**src/rtl/txq_pkg.sv**
```systemverilog
package txq_pkg;
  localparam int CNT_W  = 8;
  localparam int NUM_Q  = 4;
  localparam int Q_W    = 2;

  typedef enum logic [Q_W-1:0] {
    Q_HIGH  = 2'd0,
    Q_NORM  = 2'd1,
    Q_LOW   = 2'd2,
    Q_EXTRA = 2'd3
  } qsel_e;

  // field positions decoded from the two configuration words
  localparam int A_HIGH_LSB  = 0;
  localparam int A_LOW_LSB   = 8;
  localparam int A_PUB_LSB   = 16;
  localparam int A_LOAD_BIT  = 31;
  localparam int B_NORM_LSB  = 0;
  localparam int B_EXTRA_LSB = 16;
endpackage

```
**src/rtl/txq_cfg_regs.sv**
```systemverilog
module txq_cfg_regs #(
  parameter int CW      = txq_pkg::CNT_W,
  parameter int PGW     = 8,
  parameter int BND_RST = 255
) (
  input  logic                          clk,
  input  logic                          rst_n,
  input  logic                          a_wr,
  input  logic [31:0]                   a_word,
  input  logic                          b_wr,
  input  logic [31:0]                   b_word,
  input  logic                          bnd_wr,
  input  logic [PGW-1:0]                bnd_in,
  output logic                          load_o,
  output logic [txq_pkg::NUM_Q*CW-1:0]  load_q_o,
  output logic [CW-1:0]                 load_pub_o,
  output logic [txq_pkg::NUM_Q*CW-1:0]  resv_q_o,
  output logic [CW-1:0]                 resv_pub_o,
  output logic                          cfg_err_o
);
  import txq_pkg::*;
  localparam int SUM_W = CW + 3;

  logic [CW-1:0]        stg_norm_q, stg_extra_q;
  logic [CW-1:0]        stg_norm_d, stg_extra_d;
  logic [PGW-1:0]       bnd_q, bnd_d;
  logic [NUM_Q*CW-1:0]  resv_q, resv_d;
  logic [CW-1:0]        rpub_q, rpub_d;
  logic [SUM_W-1:0]     sum;
  logic                 unused_cfg_bits;

  assign unused_cfg_bits = ^{a_word[30:A_PUB_LSB+CW], b_word[31:B_EXTRA_LSB+CW],
                             b_word[B_EXTRA_LSB-1:B_NORM_LSB+CW]};

  assign load_o = a_wr && a_word[A_LOAD_BIT];

  always_comb begin
    load_q_o = '0;
    load_q_o[Q_HIGH*CW  +: CW] = a_word[A_HIGH_LSB +: CW];
    load_q_o[Q_NORM*CW  +: CW] = stg_norm_q;
    load_q_o[Q_LOW*CW   +: CW] = a_word[A_LOW_LSB +: CW];
    load_q_o[Q_EXTRA*CW +: CW] = stg_extra_q;
    load_pub_o = a_word[A_PUB_LSB +: CW];
  end

  always_comb begin
    stg_norm_d  = b_wr   ? b_word[B_NORM_LSB +: CW]  : stg_norm_q;
    stg_extra_d = b_wr   ? b_word[B_EXTRA_LSB +: CW] : stg_extra_q;
    bnd_d       = bnd_wr ? bnd_in                    : bnd_q;
    resv_d      = load_o ? load_q_o                  : resv_q;
    rpub_d      = load_o ? load_pub_o                : rpub_q;
  end

  always_ff @(posedge clk or negedge rst_n) begin
    if (!rst_n) begin
      stg_norm_q  <= '0;
      stg_extra_q <= '0;
      bnd_q       <= PGW'(BND_RST);
      resv_q      <= '0;
      rpub_q      <= '0;
    end else begin
      stg_norm_q  <= stg_norm_d;
      stg_extra_q <= stg_extra_d;
      bnd_q       <= bnd_d;
      resv_q      <= resv_d;
      rpub_q      <= rpub_d;
    end
  end

  always_comb begin
    sum = SUM_W'(rpub_q);
    for (int i = 0; i < NUM_Q; i++) begin
      sum = sum + SUM_W'(resv_q[i*CW +: CW]);
    end
  end

  assign cfg_err_o  = sum > SUM_W'(bnd_q);
  assign resv_q_o   = resv_q;
  assign resv_pub_o = rpub_q;
endmodule

```
**src/rtl/txq_alloc_decide.sv**
```systemverilog
module txq_alloc_decide #(
  parameter int CW = txq_pkg::CNT_W
) (
  input  logic [txq_pkg::NUM_Q*CW-1:0]  free_flat,
  input  logic [txq_pkg::NUM_Q*CW-1:0]  borrow_flat,
  input  logic [txq_pkg::NUM_Q*CW-1:0]  resv_flat,
  input  logic [CW-1:0]                 pub_free,
  input  logic                          block_all,
  input  logic                          cfg_err,
  input  logic                          req_valid,
  input  logic [txq_pkg::Q_W-1:0]       req_q,
  input  logic [CW-1:0]                 req_n,
  input  logic [txq_pkg::Q_W-1:0]       rel_q,
  input  logic [CW-1:0]                 rel_n,
  output logic                          grant,
  output logic                          deny,
  output logic [CW-1:0]                 take_own,
  output logic [CW-1:0]                 take_pub,
  output logic [CW-1:0]                 back_own,
  output logic [CW-1:0]                 back_pub
);
  logic [CW-1:0] sel_free, r_bor, r_used, r_rest;
  logic [CW:0]   avail;
  logic          fits;

  always_comb begin
    sel_free = free_flat[req_q*CW +: CW];
    avail    = {1'b0, sel_free} + {1'b0, pub_free};
    fits     = (req_n != '0) && ({1'b0, req_n} <= avail);
    grant    = req_valid && !block_all && !cfg_err && fits;
    deny     = req_valid && !block_all && !grant;
    take_own = (req_n <= sel_free) ? req_n : sel_free;
    take_pub = req_n - take_own;
  end

  always_comb begin
    r_bor    = borrow_flat[rel_q*CW +: CW];
    r_used   = resv_flat[rel_q*CW +: CW] - free_flat[rel_q*CW +: CW];
    back_pub = (rel_n <= r_bor) ? rel_n : r_bor;
    r_rest   = rel_n - back_pub;
    back_own = (r_rest <= r_used) ? r_rest : r_used;
  end
endmodule

```
**src/rtl/txq_queue_ctr.sv**
```systemverilog
module txq_queue_ctr #(
  parameter int CW = txq_pkg::CNT_W
) (
  input  logic          clk,
  input  logic          rst_n,
  input  logic          load,
  input  logic [CW-1:0] load_val,
  input  logic          take_en,
  input  logic [CW-1:0] take_own,
  input  logic [CW-1:0] take_pub,
  input  logic          ret_en,
  input  logic [CW-1:0] ret_own,
  input  logic [CW-1:0] ret_pub,
  output logic [CW-1:0] free_o,
  output logic [CW-1:0] borrow_o
);
  logic [CW-1:0] free_q, free_d, bor_q, bor_d;
  logic          upd_en;

  assign upd_en = load || take_en || ret_en;

  always_comb begin
    if (load) begin
      free_d = load_val;
      bor_d  = '0;
    end else begin
      free_d = free_q - (take_en ? take_own : '0) + (ret_en ? ret_own : '0);
      bor_d  = bor_q  + (take_en ? take_pub : '0) - (ret_en ? ret_pub : '0);
    end
  end

  always_ff @(posedge clk or negedge rst_n) begin
    if (!rst_n) begin
      free_q <= '0;
      bor_q  <= '0;
    end else if (upd_en) begin
      free_q <= free_d;
      bor_q  <= bor_d;
    end
  end

  assign free_o   = free_q;
  assign borrow_o = bor_q;
endmodule

```
**src/rtl/txq_page_alloc.sv**
```systemverilog
module txq_page_alloc #(
  parameter int CNT_W     = txq_pkg::CNT_W,
  parameter int NUM_PAGES = 256,
  parameter int PG_W      = $clog2(NUM_PAGES),
  parameter int BND_RST   = NUM_PAGES - 1
) (
  input  logic                               clk,
  input  logic                               rst_n,
  input  logic                               cfg_a_wr,
  input  logic [31:0]                        cfg_a_word,
  input  logic                               cfg_b_wr,
  input  logic [31:0]                        cfg_b_word,
  input  logic                               bnd_wr,
  input  logic [PG_W-1:0]                    bnd_page,
  input  logic                               alloc_valid,
  input  logic [txq_pkg::Q_W-1:0]            alloc_queue,
  input  logic [CNT_W-1:0]                   alloc_pages,
  output logic                               alloc_grant,
  output logic                               alloc_deny,
  input  logic                               rel_valid,
  input  logic [txq_pkg::Q_W-1:0]            rel_queue,
  input  logic [CNT_W-1:0]                   rel_pages,
  input  logic                               ovf_clr,
  output logic                               ovf_flag,
  output logic                               cfg_err,
  output logic [txq_pkg::NUM_Q*CNT_W-1:0]    q_free_flat,
  output logic [CNT_W-1:0]                   pub_free
);
  import txq_pkg::*;

  logic                     rst_s1_n, rst_q_n;
  logic                     load;
  logic [NUM_Q*CNT_W-1:0]   load_q, resv_q, bor_flat;
  logic [CNT_W-1:0]         load_pub, resv_pub;
  logic [CNT_W-1:0]         take_own, take_pub, back_own, back_pub;
  logic                     rel_ok;
  logic [CNT_W-1:0]         pub_q, pub_d;
  logic                     ovf_q, ovf_d;
  logic                     unused_resv_pub;

  // asynchronous assertion, synchronous release
  always_ff @(posedge clk or negedge rst_n) begin
    if (!rst_n) begin
      rst_s1_n <= 1'b0;
      rst_q_n  <= 1'b0;
    end else begin
      rst_s1_n <= 1'b1;
      rst_q_n  <= rst_s1_n;
    end
  end

  txq_cfg_regs #(.CW(CNT_W), .PGW(PG_W), .BND_RST(BND_RST)) cfg_i (
    .clk(clk), .rst_n(rst_q_n),
    .a_wr(cfg_a_wr), .a_word(cfg_a_word),
    .b_wr(cfg_b_wr), .b_word(cfg_b_word),
    .bnd_wr(bnd_wr), .bnd_in(bnd_page),
    .load_o(load), .load_q_o(load_q), .load_pub_o(load_pub),
    .resv_q_o(resv_q), .resv_pub_o(resv_pub), .cfg_err_o(cfg_err)
  );

  assign unused_resv_pub = ^resv_pub;

  txq_alloc_decide #(.CW(CNT_W)) dec_i (
    .free_flat(q_free_flat), .borrow_flat(bor_flat), .resv_flat(resv_q),
    .pub_free(pub_q), .block_all(load), .cfg_err(cfg_err),
    .req_valid(alloc_valid), .req_q(alloc_queue), .req_n(alloc_pages),
    .rel_q(rel_queue), .rel_n(rel_pages),
    .grant(alloc_grant), .deny(alloc_deny),
    .take_own(take_own), .take_pub(take_pub),
    .back_own(back_own), .back_pub(back_pub)
  );

  assign rel_ok = rel_valid && !load;

  for (genvar g = 0; g < NUM_Q; g++) begin : g_queue
    txq_queue_ctr #(.CW(CNT_W)) ctr_i (
      .clk(clk), .rst_n(rst_q_n),
      .load(load), .load_val(load_q[g*CNT_W +: CNT_W]),
      .take_en(alloc_grant && (alloc_queue == Q_W'(g))),
      .take_own(take_own), .take_pub(take_pub),
      .ret_en(rel_ok && (rel_queue == Q_W'(g))),
      .ret_own(back_own), .ret_pub(back_pub),
      .free_o(q_free_flat[g*CNT_W +: CNT_W]),
      .borrow_o(bor_flat[g*CNT_W +: CNT_W])
    );
  end

  always_comb begin
    if (load) pub_d = load_pub;
    else      pub_d = pub_q - (alloc_grant ? take_pub : '0) + (rel_ok ? back_pub : '0);
    if (alloc_deny)   ovf_d = 1'b1;
    else if (ovf_clr) ovf_d = 1'b0;
    else              ovf_d = ovf_q;
  end

  always_ff @(posedge clk or negedge rst_q_n) begin
    if (!rst_q_n) begin
      pub_q <= '0;
      ovf_q <= 1'b0;
    end else begin
      if (load || alloc_grant || rel_ok) pub_q <= pub_d;
      ovf_q <= ovf_d;
    end
  end

  assign pub_free = pub_q;
  assign ovf_flag = ovf_q;
endmodule

```
**config.mk**
```make
export PLATFORM = sky130hd
export DESIGN_NAME = txq_page_alloc
export DESIGN_NICKNAME = d
export VERILOG_FILES = /design/src/rtl/txq_pkg.sv /design/src/rtl/txq_cfg_regs.sv /design/src/rtl/txq_alloc_decide.sv /design/src/rtl/txq_queue_ctr.sv /design/src/rtl/txq_page_alloc.sv
export SDC_FILE = /design/constraint.sdc
export NUM_CORES = 1
export LEC_CHECK = 0
export ABC_AREA = 1
export BUFFER_PORTS_ARGS = -buffer_cell sky130_fd_sc_hd__buf_4
export CORE_MARGIN = 2
export CORE_UTILIZATION = 35
export DETAILED_ROUTE_END_ITERATION = 8
export SETUP_SLACK_MARGIN = 0.1
export SLEW_MARGIN = 20
export SYNTH_ARGS = -nofsm -noshare
export SYNTH_HDL_FRONTEND = slang
export SYNTH_SLANG_ARGS = --single-unit
```
**constraint.sdc**
```tcl
create_clock -name clk -period 10.4 [get_ports clk]
set_input_delay 2.08 -clock clk [delete_from_list [all_inputs] [get_ports clk]]
set_output_delay 2.08 -clock clk [all_outputs]
set_load 0.01 [all_outputs]
```
==> results.md, run 1 <==
- Avg Inst Size Synth: 7.55 µm²
- Via Count: about 14k
- Largest family of logic cells by synthesized area: adder cells
- GRT Overall Usage: 22.1%
- Reg-to-reg startpoint: cfg_i.resv_q_o[0]
- Max-slew violation count: 0
- NumNets Final: 2429
- FF-to-FF setup slack: around 2.1 ns
- Clk slew on worst S/H paths: about 0.070 ns
- Hold Vio Cnt, Final: 0
- Final WL: a little under 50 mm
- Worst-Skew Late Latency: about 0.44 ns
- Buffer depth of the longest clock path: 2
- Post-DRT Antenna Nets: 0
- Most common cell after layout, fill and taps aside: inv_1
- Setup Fix Bufs, Post-CTS: 0
- Most used DFF post-synth: dfrtp_1
- Die W: around 210 µm
- FF+latch count, synth: roughly 140
- Vias per cell: slightly above 5
- Slew headroom: around two fifths
- Unrepaired setup endpoints after global routing: false
- DR pass1 iterations: 5
- Layout Cells excl Fill: around 2.6k
- Die area: 44000 µm²
- Post-DR wirelength/cell: between 15 and 20 µm
- Number of synthesized flops with an enable pin: 0
- CTS tree: built
- Final setup skew: approximately 0.0085 ns
- Delay of the slowest critical-path stage: 0.50 ns
- Worst path bufs/invs: 7
- Port bufs: 120
- H-tree depth: 4
- Commonest non-fill, non-tap cells in the layout: 404 x inv_1, 398 x nand2_1, 159 x ha_1
- Worst Setup End Kind: flop
- # fillers: 4371
- Placed cell count: 2606
- Post-route DRC: 0
- CP dominant cell by count: nand2_1
- GR peak layer: met2
- GP Congestion: about 0.96
- Core Box Area: about 42000 µm²
- Synth Area in Adders: about a quarter
- Synthesis Warnings: 0
- Simple-gate share of the synthesized area: 19.6%
- Min Tclk post-route: 9.23 ns
- Syn nets: around 2.3k
- Cell family with most CP delay: compound AO/OA/AOI/OAI gates
- Num CTS Buffers: 17
- Initial DRC count: approximately 940
- M2 GR Usage: between 30% and 40%
- Area after DPL: around 16000 µm²
- Root Buffer: clkbuf_16
- Layout cells sized above 1: between 10% and 20%
- Met3 usage: roughly 2.9%
- Post-Syn Instances: slightly below 2k
- TNS Setup: 0 ns
- Final setup viols: 0
- Critical path peak fanout: 16
- Clk sinks: approximately 140
- DP Wirelength: between 40 and 50 mm
- Kind of critical path: in2reg
- Initial core utilization: 35.4%
- # IOs: between 100 and 150
- Rows: 75
- Sequential area share after synthesis: approximately a quarter
- First-pass GRT wire length: about 74 mm
- Post-CTS Hold Buffers: 0
- Post-synthesis mux area share: less than 1%
- Crit-path slowest cell: fa_1
- R2R cell count: 42
- Vias in the first global route: between 10k and 15k
- Fraction of registers with async set/reset: 100%
- Total gr overflow: 0
- Worst Max-Slew Pin Slew: around 0.9 ns
- Post-synth top area cell: dfrtp_1
- Outcome: complete, no violations
- WP data required: 10.71 ns
- Grt met1 use: a little under a third
- Max Clock Freq: approximately 110 MHz
- Die H: roughly 210 µm
- Initial antenna violation count: 0
- Area grow syn2layout: 14.4%
- Syn Std Cell Area: ~15000 µm²
- # Max-Cap Violations: 0
- Pin count of the biggest net entering global routing: between 50 and 60
- Utilization after layout: around two fifths
- Period utilization: 88.8%
- Xor/xnor share of the synthesized area: 4.61%
- Share of the synthesized area in the top cell type: between 20% and 30%
- # diodes: 0
- Hold Path Class: reg2async
- Cell area after layout: roughly 17000 µm²
- CP Data Arrival Time: ~9.5 ns
- R2r endpoint: g_queue[1].ctr_i.borrow_o[7]
- Post-CTS Resized: 0
- Cell variety after synth: 55
- Synth area leaders: dfrtp_1 22%, ha_1 13%, fa_1 11%
- Synth Area in Compound Gates: roughly 15%
- Startpoint Class: primary input
==> per-layer routing <==
layer / up-vias / part of all wire (%)
met1: 6565 / 45
li1: 6537 / -
met2: 456 / 46
met5: - / 0
met4: 0 / 3.1
met3: 73 / 6.7
==> final cells by class <==
cell class	count	area, µm²	share of cell area [%]
Multi-Input combinational cell	1366	9560	56.4
Clock inverter	13	131	0.775
Inverter	421	1580	9.33
Tap cell	539	674	3.98
Timing Repair Buffer	141	1060	6.25
Clock buffer	19	443	2.61
Sequential cell	139	3490	20.6
==> worst register-to-register path: cells and delay by family (launching register included) <==
family                   cells  cell delay [ns]
adder cells (fa/ha/maj)      8             3.02
AND/OR/NAND/NOR             17             2.30
AO/OA/AOI/OAI                8             1.59
XOR/XNOR                     3             0.45
buffers and inverters        6             0.35
flip-flops                   1             0.45
==> synthesized netlist by cell type, types with 4 or more instances <==
library cell and n:
o21bai_1 8, nand3_1 56, inv_2 16, xor2_1 43
nor2_1 146, or2_2 5, a22oi_1 9, nand3b_1 12
o22ai_1 39, o211ai_1 6, a31oi_1 14, ha_1 159
inv_1 404, dfstp_2 8, nor2_4 7, nand4_1 16
o21ai_1 12, o21ai_0 107, and2_1 9, fa_1 84
dfrtp_1 131, mux2_2 10, a21oi_1 104, o221ai_1 16
xnor2_1 35, clkbuf_1 22, a221oi_1 14, o221ai_2 6
a21o_1 7, o21a_1 6, o31ai_1 4, buf_2 9
nand2_1 398, nor3_1 4
==> metrics by stage <==
| stage | hold slack, ns | setup WS, ns |
|---|---|---|
| 3_5_place_dp | 0.271 | 0.750 |
| 3_3_place_gp | 0.269 | 0.953 |
| 6_report | 0.261 | 1.17 |
| 5_1_grt | 0.291 | 0.573 |
| 4_1_cts | 0.278 | 1.20 |
| 2_1_floorplan | 0.331 | 1.74 |
==> how the worst max path moves through the flow <==
stage / start / to / slack (ns) / cells after the start
2_1_floorplan: rel_queue[1] / g_queue[1].ctr_i.free_o[6] / 1.74 / 43
3_3_place_gp: rel_queue[0] / g_queue[1].ctr_i.free_o[6] / 0.95 / 40
3_5_place_dp: rel_queue[0] / g_queue[1].ctr_i.free_o[6] / 0.75 / 41
4_1_cts: rel_queue[0] / g_queue[1].ctr_i.free_o[6] / 1.20 / 41
5_1_grt: rel_queue[0] / g_queue[3].ctr_i.free_o[6] / 0.57 / 44
6_report: rel_queue[0] / g_queue[1].ctr_i.free_o[6] / 1.17 / 41
==> registers in the layout, summed over array words and instances (netlist names), 8 cells and up <==
register / flops
cfg_i.resv_pub_o: 8
pub_free: 8
cfg_i.stg_norm_q: 8
cfg_i.resv_q_o: 32
g_queue.ctr_i.free_o: 32
cfg_i.bnd_q: 8
g_queue.ctr_i.borrow_o: 32
cfg_i.stg_extra_q: 8
==> kinds of logic after synthesis <==
group / count (synthesis)
multiplexers: 10
buffers and inverters: 458
adder cells (fa/ha/maj): 243
AND/OR/NAND/NOR: 674
other: 1
AO/OA/AOI/OAI: 360
XOR/XNOR: 78
flip-flops: 139
Power of run 1 is not shown: default switching activity piles up to over one toggle a cycle in this logic, so the estimate is an artifact.
==> run 2: changes to the inputs <==
--- a/config.mk
+++ b/config.mk
@@ -8,8 +8,10 @@
 export ABC_AREA = 1
 export BUFFER_PORTS_ARGS = -buffer_cell sky130_fd_sc_hd__buf_4
 export CORE_MARGIN = 2
-export CORE_UTILIZATION = 35
+export CORE_UTILIZATION = 50
 export DETAILED_ROUTE_END_ITERATION = 8
+export GPL_TIMING_DRIVEN = 0
+export PLACE_DENSITY = 0.69
 export SETUP_SLACK_MARGIN = 0.1
 export SLEW_MARGIN = 20
 export SYNTH_ARGS = -nofsm -noshare
==> results.md, run 2 (synthesis gave the netlist of run 1 again) <==
- GP Congestion: 0.994
- Pre-CTS worst setup slack: -0.470 ns
- Delay of the slowest critical-path stage: about 0.52 ns
- Buffer depth of the longest clock path: 2
- Die W: roughly 180 µm
- Hold Path Class: reg2async
- Root Buffer: clkbuf_16
- Final Worst Setup Slack: 0.583 ns
- Critical path peak fanout: 10
- WP data required: 10.78 ns
- Placed cell count: 2476
- Outcome: complete, no violations
- Crit-path slowest cell: fa_1
- Startpoint Class: primary input
- Die H: 176 µm
- Port bufs: 120
- Initial DRC count: approximately 1.2k
- Hold Vio Cnt, Final: 0
- First-pass GRT wire length: roughly 76 mm
- Core Box Area: between 20000 and 30000 µm²
- Post-route DRC: 0
- # Max-Cap Violations: 0
- GRT Overall Usage: roughly a third
- CP dominant cell by count: nand2_1
- Num CTS Buffers: 17
- # IOs: 144
- Die area: 31000 µm²
- Post-CTS Hold Buffers: 0
- Vias in the first global route: roughly 13k
- DP Wirelength: slightly above 40 mm
- Rows: 63
- R2R cell count: between 40 and 50
- CTS tree: built
- Final hold slack: about 0.29 ns
- Post-DRT Antenna Nets: 0
- Max-slew violation count: 0
- Kind of critical path: in2reg
- Commonest non-fill, non-tap cells in the layout: 404 x inv_1, 398 x nand2_1, 159 x ha_1
- FF-to-FF setup slack: 1.82 ns
- Unrepaired setup endpoints after global routing: false
- Final setup viols: 0
- Worst Setup End Kind: flop
- Final WL: between 40 and 50 mm
- DR pass1 iterations: 6
- Area grow syn2layout: 14.2%
- # fillers: 2783
- Final setup skew: approximately 0.018 ns
- Worst Max-Slew Pin Slew: 1.15 ns
- Layout cells sized above 1: 11.9%
- Clk slew on worst S/H paths: roughly 0.08 ns
- Area taken by multi-input logic gates: a little under 10000 µm²
- Pin count of the biggest net entering global routing: between 40 and 50
- Via Count: about 14k
- Max Clock Freq: about 100 MHz
- Clk sinks: ~140
- Initial core utilization: approximately 50%
- Initial antenna violation count: 0
- Utilization after layout: between 50% and 60%
- CP Data Arrival Time: around 10 ns
- H-tree depth: 4
- Total gr overflow: 0
- Worst-Skew Late Latency: ~0.46 ns
- Post-DR wirelength/cell: slightly below 20 µm
- # diodes: 0
- Most common cell after layout, fill and taps aside: inv_1
- Layout Cells excl Fill: approximately 2.5k
- NumNets Final: 2448
- Vias per cell: 5.53
- Min Tclk post-route: around 10 ns
- Slew headroom: ~23%
- FF/Latch Area: roughly 3500 µm²
- Period utilization: a little over nine tenths
[run 2: cell types whose count changed in the layout (fill, tap and decap cells not counted), moves of 2 or more]
cell      previous run  this run
clkbuf_2             0         2
buf_12               0         2
buf_2                0        10
inv_6                7         5
o21ai_2              1         7
buf_6                0         3
clkbuf_1             1        18
buf_4              141       122
o21ai_0            107       101
[run 2: critical path: cells and delay by family]
| family | cells | cell delay (ns) |
|---|---|---|
| adder cells (fa/ha/maj) | 5 | 1.83 |
| buffers and inverters | 9 | 1.49 |
| AO/OA/AOI/OAI | 8 | 1.81 |
| XOR/XNOR | 1 | 0.22 |
| AND/OR/NAND/NOR | 24 | 2.75 |
[run 2: path summary, 6_finish.rpt]
| kind | end | start |
|---|---|---|
| min reg2reg | cfg_i.stg_norm_q[6] | rst_q_n |
| min in group clk | rst_q_n | rst_s1_n |
| min | cfg_i.stg_norm_q[6] | rst_q_n |
| max in group asynchronous | rst_q_n | rst_n |
| max reg2reg | pub_free[7] | cfg_i.resv_q_o[0] |
| max | g_queue[1].ctr_i.free_o[7] | rel_queue[1] |
[run 2: metrics by stage]
stage / TNS (ns) / cell area [µm²]
after floorplan: 0 / 14800
after global placement: -3.03 / 16200
after detailed placement: -3.40 / 16300
after CTS: 0 / 16900
after global routing: 0 / 16900
final: 0 / 16900
[run 2: final cells by class]
type	instances	area share, %
Buffer	37	1.11
Clock buffer	18	2.60
Clock inverter	14	0.888
Inverter	421	9.34
Multi-Input combinational cell	1366	56.8
Sequential cell	139	20.6
Tap cell	390	2.89
Timing Repair Buffer	123	5.73
[run 2: routing by layer]
layer	vias up	share of wire [%]	wire, µm	track usage [%]
met4	0	3.6	1800	11.7
met2	624	44	22000	51.2
met1	6563	43	21600	44.8
li1	6580	-	-	-
met5	-	0	0	0
met3	97	8.9	4450	7.17
[run 2: timing repair]
action	CTS	global route
pin swaps	0	0
resized for setup	4	22
buffers inserted	0	0
setup endpoints to repair	6	15
Power of run 2 is left out for the same reason.
